File: src/rtl/shift_cc_unit.sv
module shift_cc_unit (
  input  logic        clk,
  input  logic        rst,
  input  logic        in_valid,
  input  logic [15:0] instr,
  input  logic [31:0] dst_val,
  input  logic [31:0] cnt_val,
  input  logic        x_in,
  input  logic        full_ovf,
  output logic        out_valid,
  output logic [31:0] result,
  output logic        flag_x,
  output logic        flag_n,
  output logic        flag_z,
  output logic        flag_v,
  output logic        flag_c
);

  logic         is_mem, go_left, is_logic;
  logic [1:0]   sz;
  logic [6:0]   width;
  logic [5:0]   cnt;
  logic [31:0]  zop, sop;
  logic [63:0]  ext64, sext64, tshift;
  logic [127:0] lsh, rsh;
  logic [31:0]  raw, merged;
  logic         c_new, v_new, n_new, z_new, x_new;

  assign is_mem   = instr[7:6] == 2'b11;
  assign go_left  = instr[8];
  assign is_logic = instr[3];
  assign sz       = is_mem ? 2'b01 : instr[7:6];
  assign width    = (sz == 2'b00) ? 7'd8 : (sz == 2'b01) ? 7'd16 : 7'd32;

  always_comb begin
    if (is_mem)              cnt = 6'd1;
    else if (instr[5])       cnt = cnt_val[5:0];
    else if (instr[11:9] == 3'd0) cnt = 6'd8;
    else                     cnt = {3'd0, instr[11:9]};
  end

  always_comb begin
    case (sz)
      2'b00:   begin zop = {24'd0, dst_val[7:0]};  sop = {{24{dst_val[7]}},  dst_val[7:0]};  end
      2'b01:   begin zop = {16'd0, dst_val[15:0]}; sop = {{16{dst_val[15]}}, dst_val[15:0]}; end
      default: begin zop = dst_val;                sop = dst_val;                            end
    endcase
  end

  assign sext64 = {{32{sop[31]}}, sop};
  assign ext64  = is_logic ? {32'd0, zop} : sext64;
  assign lsh    = {96'd0, zop} << cnt;
  assign rsh    = {{64{ext64[63]}}, ext64} >> cnt;
  assign tshift = $signed(sext64) >>> (width - 7'd1 - {1'b0, cnt});

  always_comb begin
    raw   = go_left ? lsh[31:0] : rsh[31:0];
    c_new = 1'b0;
    if (cnt != 6'd0) c_new = go_left ? lsh[width] : ext64[cnt - 6'd1];
    v_new = 1'b0;
    if (go_left && !is_logic && full_ovf && cnt != 6'd0) begin
      if ({1'b0, cnt} >= width) v_new = zop != 32'd0;
      else                      v_new = !(tshift == 64'd0 || tshift == {64{1'b1}});
    end
    x_new = (cnt != 6'd0) ? c_new : x_in;
    case (sz)
      2'b00:   begin n_new = raw[7];  z_new = raw[7:0] == 8'd0;   merged = {dst_val[31:8], raw[7:0]};   end
      2'b01:   begin n_new = raw[15]; z_new = raw[15:0] == 16'd0; merged = {dst_val[31:16], raw[15:0]}; end
      default: begin n_new = raw[31]; z_new = raw == 32'd0;       merged = raw;                         end
    endcase
  end

  always_ff @(posedge clk) begin
    if (rst) begin
      out_valid <= 1'b0;
      result    <= 32'd0;
      {flag_x, flag_n, flag_z, flag_v, flag_c} <= 5'd0;
    end else begin
      out_valid <= in_valid;
      if (in_valid) begin
        result <= merged;
        {flag_x, flag_n, flag_z, flag_v, flag_c} <= {x_new, n_new, z_new, v_new, c_new};
      end
    end
  end

  logic unused_bits;
  assign unused_bits = ^{cnt_val[31:6], instr[15:12], instr[4], instr[2:0], rsh[127:32], lsh[127:33]};

  a_r11_valid_follows: assert property (@(posedge clk) disable iff (rst)
    in_valid |=> out_valid);
  a_r11_idle_hold: assert property (@(posedge clk) disable iff (rst)
    !in_valid |=> (!out_valid && $stable(result) && $stable(flag_c) && $stable(flag_x)));
  a_r4_byte_upper_kept: assert property (@(posedge clk) disable iff (rst)
    (in_valid && instr[7:6] == 2'b00) |=> result[31:8] == $past(dst_val[31:8]));
  a_r10_mem_upper_kept: assert property (@(posedge clk) disable iff (rst)
    (in_valid && instr[7:6] == 2'b11) |=> result[31:16] == $past(dst_val[31:16]));
  a_r6_zero_count: assert property (@(posedge clk) disable iff (rst)
    (in_valid && instr[7:6] != 2'b11 && instr[5] && cnt_val[5:0] == 6'd0)
      |=> (!flag_c && !flag_v && flag_x == $past(x_in)));
  a_r6_x_tracks_c: assert property (@(posedge clk) disable iff (rst)
    (in_valid && !(instr[7:6] != 2'b11 && instr[5] && cnt_val[5:0] == 6'd0)) |=> flag_x == flag_c);
  a_r9_no_overflow: assert property (@(posedge clk) disable iff (rst)
    (in_valid && (instr[3] || !instr[8] || !full_ovf)) |=> !flag_v);
  a_r7_long_zero: assert property (@(posedge clk) disable iff (rst)
    (in_valid && instr[7:6] == 2'b10) |=> (flag_z == (result == 32'd0) && flag_n == result[31]));

endmodule

File: config.mk
export PLATFORM = sky130hd
export DESIGN_NAME = shift_cc_unit
export DESIGN_NICKNAME = d
export VERILOG_FILES = /design/src/rtl/shift_cc_unit.sv
export SDC_FILE = /design/constraint.sdc
export NUM_CORES = 1
export LEC_CHECK = 0
export ABC_AREA = 1
export CELL_PAD_IN_SITES_DETAIL_PLACEMENT = 0
export CELL_PAD_IN_SITES_GLOBAL_PLACEMENT = 1
export CORE_ASPECT_RATIO = 0.5
export CORE_MARGIN = 10
export CORE_UTILIZATION = 47
export CTS_BUF_LIST = sky130_fd_sc_hd__clkbuf_4 sky130_fd_sc_hd__clkbuf_8
export DETAILED_ROUTE_END_ITERATION = 8
export DONT_BUFFER_PORTS = 1
export GPL_ROUTABILITY_DRIVEN = 0
export PLACE_DENSITY_LB_ADDON = 0.1
export SLEW_MARGIN = 20
export SYNTH_ARGS = -nofsm -noshare
export SYNTH_HDL_FRONTEND = slang
export SYNTH_SLANG_ARGS = --single-unit
File: constraint.sdc
create_clock -name clk -period 5.1 [get_ports clk]
set_input_delay 0.255 -clock clk [delete_from_list [all_inputs] [get_ports clk]]
set_output_delay 0.255 -clock clk [all_outputs]
set_load 0.01 [all_outputs]
==> impl_metrics.tcl, run 1 <==
set metrics [dict create \
    initial_core_util_pct 48.5 \
    vias_per_cell 6.38 \
    cts_hold_buf 0 \
    rsz0062_at_grt "no" \
    synth_nets 1632 \
    critPathArrivalTime_ps 3950 \
    rr_endpoint "result[2]" \
    clkLatencyLatePin_ps 290 \
    pwr_density_cell_nw_per_um2 249 \
    holdPathStages 1 \
    mostFrequentLayoutCell "nand2_1" \
    period_share_pct 73.8 \
    hold_start "rst" \
    synth-warning-count 0 \
    crit_path_start_kind "primary input" \
    setup_tns_ps 0 \
    hpwl_mm 27.9 \
    min_period_ps 3760 \
    ctsRootBufferMaster "clkbuf_8" \
    overflow 0 \
    cts.sinks 38 \
    critPathCaptureType "register" \
    wl_per_cell_um 21.3 \
    postCtsSetupBuffers 0 \
    path_clk_slew_ps 80 \
    grt_pass1_vias 9190 \
    hold_end "result[28]" \
    setup_ws_ps 1340 \
    crit_fanout 13 \
    rows 32 \
    drc_errors 0 \
    io_pins 123 \
    diodes 0 \
    asyncSetResetFlopFracSynth_pct 0 \
    syn_area_sq_um 7570 \
    track_usage_pct 31.6 \
    drt_first_pass_iters 7 \
    layout.area.seq_sq_um 761 \
    slowest_delay_ps 620 \
    grt_pass1_wl_mm 53.9 \
    dieArea_sq_um 21900 \
    multi_input_area_sq_um 6030 \
    cp_common_cell "nor2_1" \
    peakVddDrop_mv 0.336 \
    path_cells "nand2_4 -> nand2_1 -> nor2_1 -> inv_1 -> ha_1 -> nor3_1 -> nor2_1 -> nor2_1 -> nor2_1 -> nand2_1 -> nand4_1 -> nor2_1 -> nand3_1 -> nor2_1 -> nand3_1 -> nand2_1 -> nand2_1 -> nand2_1 -> a21oi_1" \
    required_ps 5290 \
    cts_resized 0 \
    synth_cell_type_count 49 \
    drtIter0Drc 1974 \
    setup_viol 0 \
    postRouteAntennaNets 0 \
    ff2ff_path_depth 4 \
    ctsLongestPathBuffers 2 \
    synth_edf_count 0 \
    tightest_slew_ps 1050 \
    timing.max_cap.violations 0 \
    nNetsFinal 1562 \
    regToRegStartpoint "result[2]" \
    worstSetupPathType "in -> reg" \
    rrSetupSlack_ps 4330 \
    power_leakage_nw 3.88 \
    startpoint "instr[7]" \
    antenna_found_initial 0 \
    skew_ps 0 \
    ctsHtreeMaxLevel 2 \
    dr_total_vias 10700 \
    syn_avg_cell_area_sq_um 4.93 \
    status "completed" \
    drive_above_1_share_pct 4.63 \
    hold_violations 0 \
    maxSlewViolCount 0 \
    die_w_um 200 \
    cpMaxStageDelayCell "nor3_1" \
    die_y_um 110 \
    yosysSeqAreaShare_pct 10.0 \
    most-common-layout-cells "589 x nand2_1, 276 x nand3_1, 135 x nor2_1" \
    port_buffers 0 \
    wl_mm 35.7 \
    synthCells 1538 \
    grt_max_degree 76 \
    tritoncts "done" \
    ys_ff_latch 38 \
    hp-class "in -> reg" \
    synth_ff_type "dfxtp_1" \
    timing.slew.headroom_pct 29.9 \
    max_freq_mhz 266 \
    preCtsSetupSlack_ps 1120 \
    numCtsBuffers 5 \
    nFillCells 1883 \
    area_delta_synth_final_pct 0.776 \
    core_area_sq_um 15600 \
]
-- worst max path at each step --
stage,to,slack (ps)
floorplan,flag_v,1610
global placement,flag_v,1170
detailed placement,flag_v,1120
CTS,flag_v,1440
global route,flag_v,1000
finish,flag_v,1340
-- cell families after synthesis --
kind of cell | Yosys count | share of synthesized area (%)
muxes | 1 | 0.132
buffers and inverters | 182 | 10.5
and+or+nand+nor | 1060 | 59.3
AOI/OAI and AO/OA | 244 | 18.0
adders and majority gates | 9 | 1.59
xor gates and xnor gates | 4 | 0.462
DFF | 38 | 10.0
-- flip-flops by register name, summed over array words and instances, names as in the netlist --
register,flops
flag_x,1
flag_v,1
flag_n,1
out_valid,1
flag_z,1
result,32
flag_c,1
-- critical path: cells and delay by family --
family          cells  cell delay [ps]
simple gates       16             2890
buf+inv             1              410
compound gates      1               80
fa+ha+maj           1              310
-- routing by layer --
| metal | up-vias | wire length [um] | track usage, % |
|---|---|---|---|
| met5 | - | 0 | 0 |
| met4 | 0 | 962 | 8.32 |
| met3 | 88 | 6070 | 10.6 |
| met2 | 818 | 13700 | 43.6 |
| met1 | 4812 | 14900 | 45.2 |
| li1 | 4960 | - | - |
-- power by group --
group / internal [mW] / total [mW] / switching [mW]
Clock: 0.196 / 0.302 / 0.106
Sequential: 0.320 / 0.349 / 0.0293
Combinational: 0.343 / 1.25 / 0.907
-- through the flow --
stage | std cells | cell area [sq um] | power, mW | hold WS [ps] | util, %
2_1_floorplan | 1538 | 7570 | 1.23 | 453 | -
3_3_place_gp | 1665 | 7490 | 1.53 | 329 | 48.0
3_5_place_dp | 1665 | 7490 | 1.54 | 330 | 48.0
4_1_cts | 1673 | 7630 | 1.85 | 7.25 | 48.9
5_1_grt | 1673 | 7630 | 2.03 | 1.29 | 48.9
6_report | 1673 | 7630 | 1.90 | 18.4 | 48.9
-- layout make-up --
type	count	area share, %
well taps	204	3.34
flip-flops and latches	38	9.97
clock inverters	3	0.901
inverters	90	4.43
repair buffers	15	1.48
multi-input cells	1318	79.0
clock buffers	5	0.901
-- cell usage after synthesis (4+ instances only) --
cell type	number	area share (%)
xor2_1	4	0.46
dfxtp_1	38	10
or2_1	4	0.33
buf_2	30	2.0
a21oi_1	98	6.5
inv_1	68	3.4
nand2_1	591	29
nand4_1	21	1.7
o21ai_1	45	3.0
buf_6	6	0.89
nand2_2	5	0.41
buf_4	7	0.69
nand3_1	276	18
buf_1	6	0.30
inv_2	19	0.94
nor2_2	4	0.33
o21ai_0	50	3.3
and2_1	4	0.33
ha_1	8	1.3
clkbuf_1	43	2.1
a21oi_2	4	0.46
nor3_1	6	0.40
nor2_1	136	6.7
o211ai_1	28	2.8
No activity file was read; power rests on OpenSTA's default activity.
==> run 2: changes to the inputs <==
--- a/config.mk
+++ b/config.mk
@@ -10,7 +10,7 @@
 export CELL_PAD_IN_SITES_GLOBAL_PLACEMENT = 1
 export CORE_ASPECT_RATIO = 0.5
 export CORE_MARGIN = 10
-export CORE_UTILIZATION = 47
+export CORE_UTILIZATION = 44
 export CTS_BUF_LIST = sky130_fd_sc_hd__clkbuf_4 sky130_fd_sc_hd__clkbuf_8
 export DETAILED_ROUTE_END_ITERATION = 8
 export DONT_BUFFER_PORTS = 1
==> constraint.sdc (replaced) <==
create_clock -name clk -period 3.5 [get_ports clk]
set_input_delay 0.175 -clock clk [delete_from_list [all_inputs] [get_ports clk]]
set_output_delay 0.175 -clock clk [all_outputs]
set_load 0.01 [all_outputs]
==> run 2 against run 1 <==
  * Critical path type unchanged
  * Register-to-register slack worse by 1600 ps
  * Clock power increased by 4%
  * Clock-buffer cell count grew 1
  * Critical endpoint unchanged
  * Cell count is 3.3% higher
==> impl_metrics.tcl, run 2 (synthesis gave the netlist of run 1 again) <==
set metrics [dict create \
    mostFrequentLayoutCell "nand2_1" \
    critPathArrivalTime_ps 3230 \
    stdcell_count 1728 \
    tritoncts "done" \
    worstSetupPathType "in -> reg" \
    largest_reg_flops 32 \
    nNetsFinal 1594 \
    die_w_um 206 \
    startpoint "instr[5]" \
    timing.slew.headroom_pct 36.7 \
    ctsLongestPathBuffers 2 \
    timing.hold.ws_ps 41.9 \
    postCtsSetupBuffers 0 \
    core_area_sq_um 16600 \
    drc_errors 0 \
    peakVddDrop_mv 0.370 \
    initial_core_util_pct 45.5 \
    maxSlewViolCount 0 \
    rsz0062_at_grt "no" \
    clkLatencyLatePin_ps 280 \
    setup_tns_ps 0 \
    drtIter0Drc 1923 \
    vias_per_cell 6.19 \
    wl_per_cell_um 21.1 \
    drt_first_pass_iters 6 \
    track_usage_pct 29.7 \
    rr_endpoint "result[4]" \
    port_buffers 0 \
    ff2ff_path_depth 4 \
    min_period_ps 3090 \
    hp-class "in -> reg" \
    required_ps 3640 \
    cts.sinks 38 \
    dieArea_sq_um 23200 \
    grt_pass1_wl_mm 54.5 \
    hold_violations 0 \
    pwr_density_cell_nw_per_um2 343 \
    hpwl_mm 29.0 \
    crit_path_start_kind "primary input" \
    ctsRootBufferMaster "clkbuf_8" \
    busiest_layer "met1" \
    area_delta_synth_final_pct 4.63 \
    io_pins 123 \
    tightest_slew_ps 947 \
    numPlacedInstances 1718 \
    gr-usage-met2_pct 40.6 \
    overflow 0 \
    power_mw 2.72 \
    drive_above_1_share_pct 6.46 \
    diodes 0 \
    die_y_um 113 \
    wl_mm 36.4 \
    grt_pass1_vias 9386 \
    antenna_found_initial 1 \
    setup_viol 0 \
    dr_total_vias 10700 \
    most-common-layout-cells "589 x nand2_1, 276 x nand3_1, 136 x nor2_1" \
    period_share_pct 88.2 \
    setup.worst_path.end "flag_v" \
    max_freq_mhz 324 \
    numCtsBuffers 5 \
    met3_usage_pct 10.0 \
    crit_fanout 6 \
    status "completed" \
    timing.max_cap.violations 0 \
    rows 33 \
    ctsHtreeMaxLevel 2 \
    path_clk_slew_ps 80 \
    skew_ps 0 \
    grt.met1_usage_pct 42.5 \
    grt_max_degree 76 \
    rrSetupSlack_ps 2730 \
    power_leakage_nw 4.04 \
    regToRegStartpoint "result[4]" \
    regMostFlops "result" \
    critPathCaptureType "register" \
    postRouteAntennaNets 0 \
]
run 2: changes by cell type in the layout (fill, tap and decap cells not counted), moves of 2 or more:
cell / delta
buf_4: +25
bufinv_16: -2
dlygate4sd3_1: +2
buf_12: +5
run 2: final cells by class:
cell class                 count  area, sq um
fill                        1933         8710
inverter                      90          338
clock inverter                 2         12.5
timing repair buffer          47          420
sequential                    38          761
multi-input combinational   1318         6030
clock buffer                   6         82.6
tap                          227          284
run 2: layer usage:
| metal | up-vias | part of all wire (%) |
|---|---|---|
| met3 | 96 | 16 |
| met2 | 762 | 38 |
| met1 | 4817 | 43 |
| met4 | 2 | 3.0 |
| met5 | - | 0.036 |
| li1 | 5016 | - |
run 2: stage by stage:
step                setup slack, ps  instance area, sq um  utilization, %
global route                    105                  7930            47.6
floorplan                      87.1                  7570               -
finish                          413                  7930            47.6
CTS                             463                  7930            47.6
global placement                232                  7810            46.9
detailed placement              209                  7810            46.9
run 2: worst min path at each step:
stage	startpoint	end	slack, ps	depth (start not counted)
4_1_cts	in_valid	result[1]	40	2
3_5_place_dp	rst	result[30]	250	1
5_1_grt	in_valid	result[6]	40	2
6_report	in_valid	result[1]	40	2
3_3_place_gp	rst	flag_v	250	1
2_1_floorplan	dst_val[31]	result[31]	370	2
run 2: where the power goes:
group | internal, mW | switching, mW | leakage (nW)
Clock | 0.158 | 0.155 | 0.0472
Sequential | 0.466 | 0.0429 | 0.314
Combinational | 0.556 | 1.34 | 3.68
run 2: worst max-delay path: stages:
cell	delay, ps
inv_2	70
o21ai_0	90
nand2_1	60
nor2_1	40
nand2_1	130
ha_1	160
inv_1	60
fa_1	630
clkinv_1	110
nor2_1	210
inv_1	130
nor2_1	240
inv_1	70
nor2_1	140
nand2_1	60
o21ai_1	110
nand3_1	80
nor2_1	90
nand3_1	70
nand2_1	170
nand2_1	90
nand2_1	140
a21oi_1	80
run 2: repair_timing:
item,in CTS,in global routing
gates resized for setup,0,0
hold buffers,2,0
endpoints found under the hold margin,27,0
setup endpoints to repair,0,0
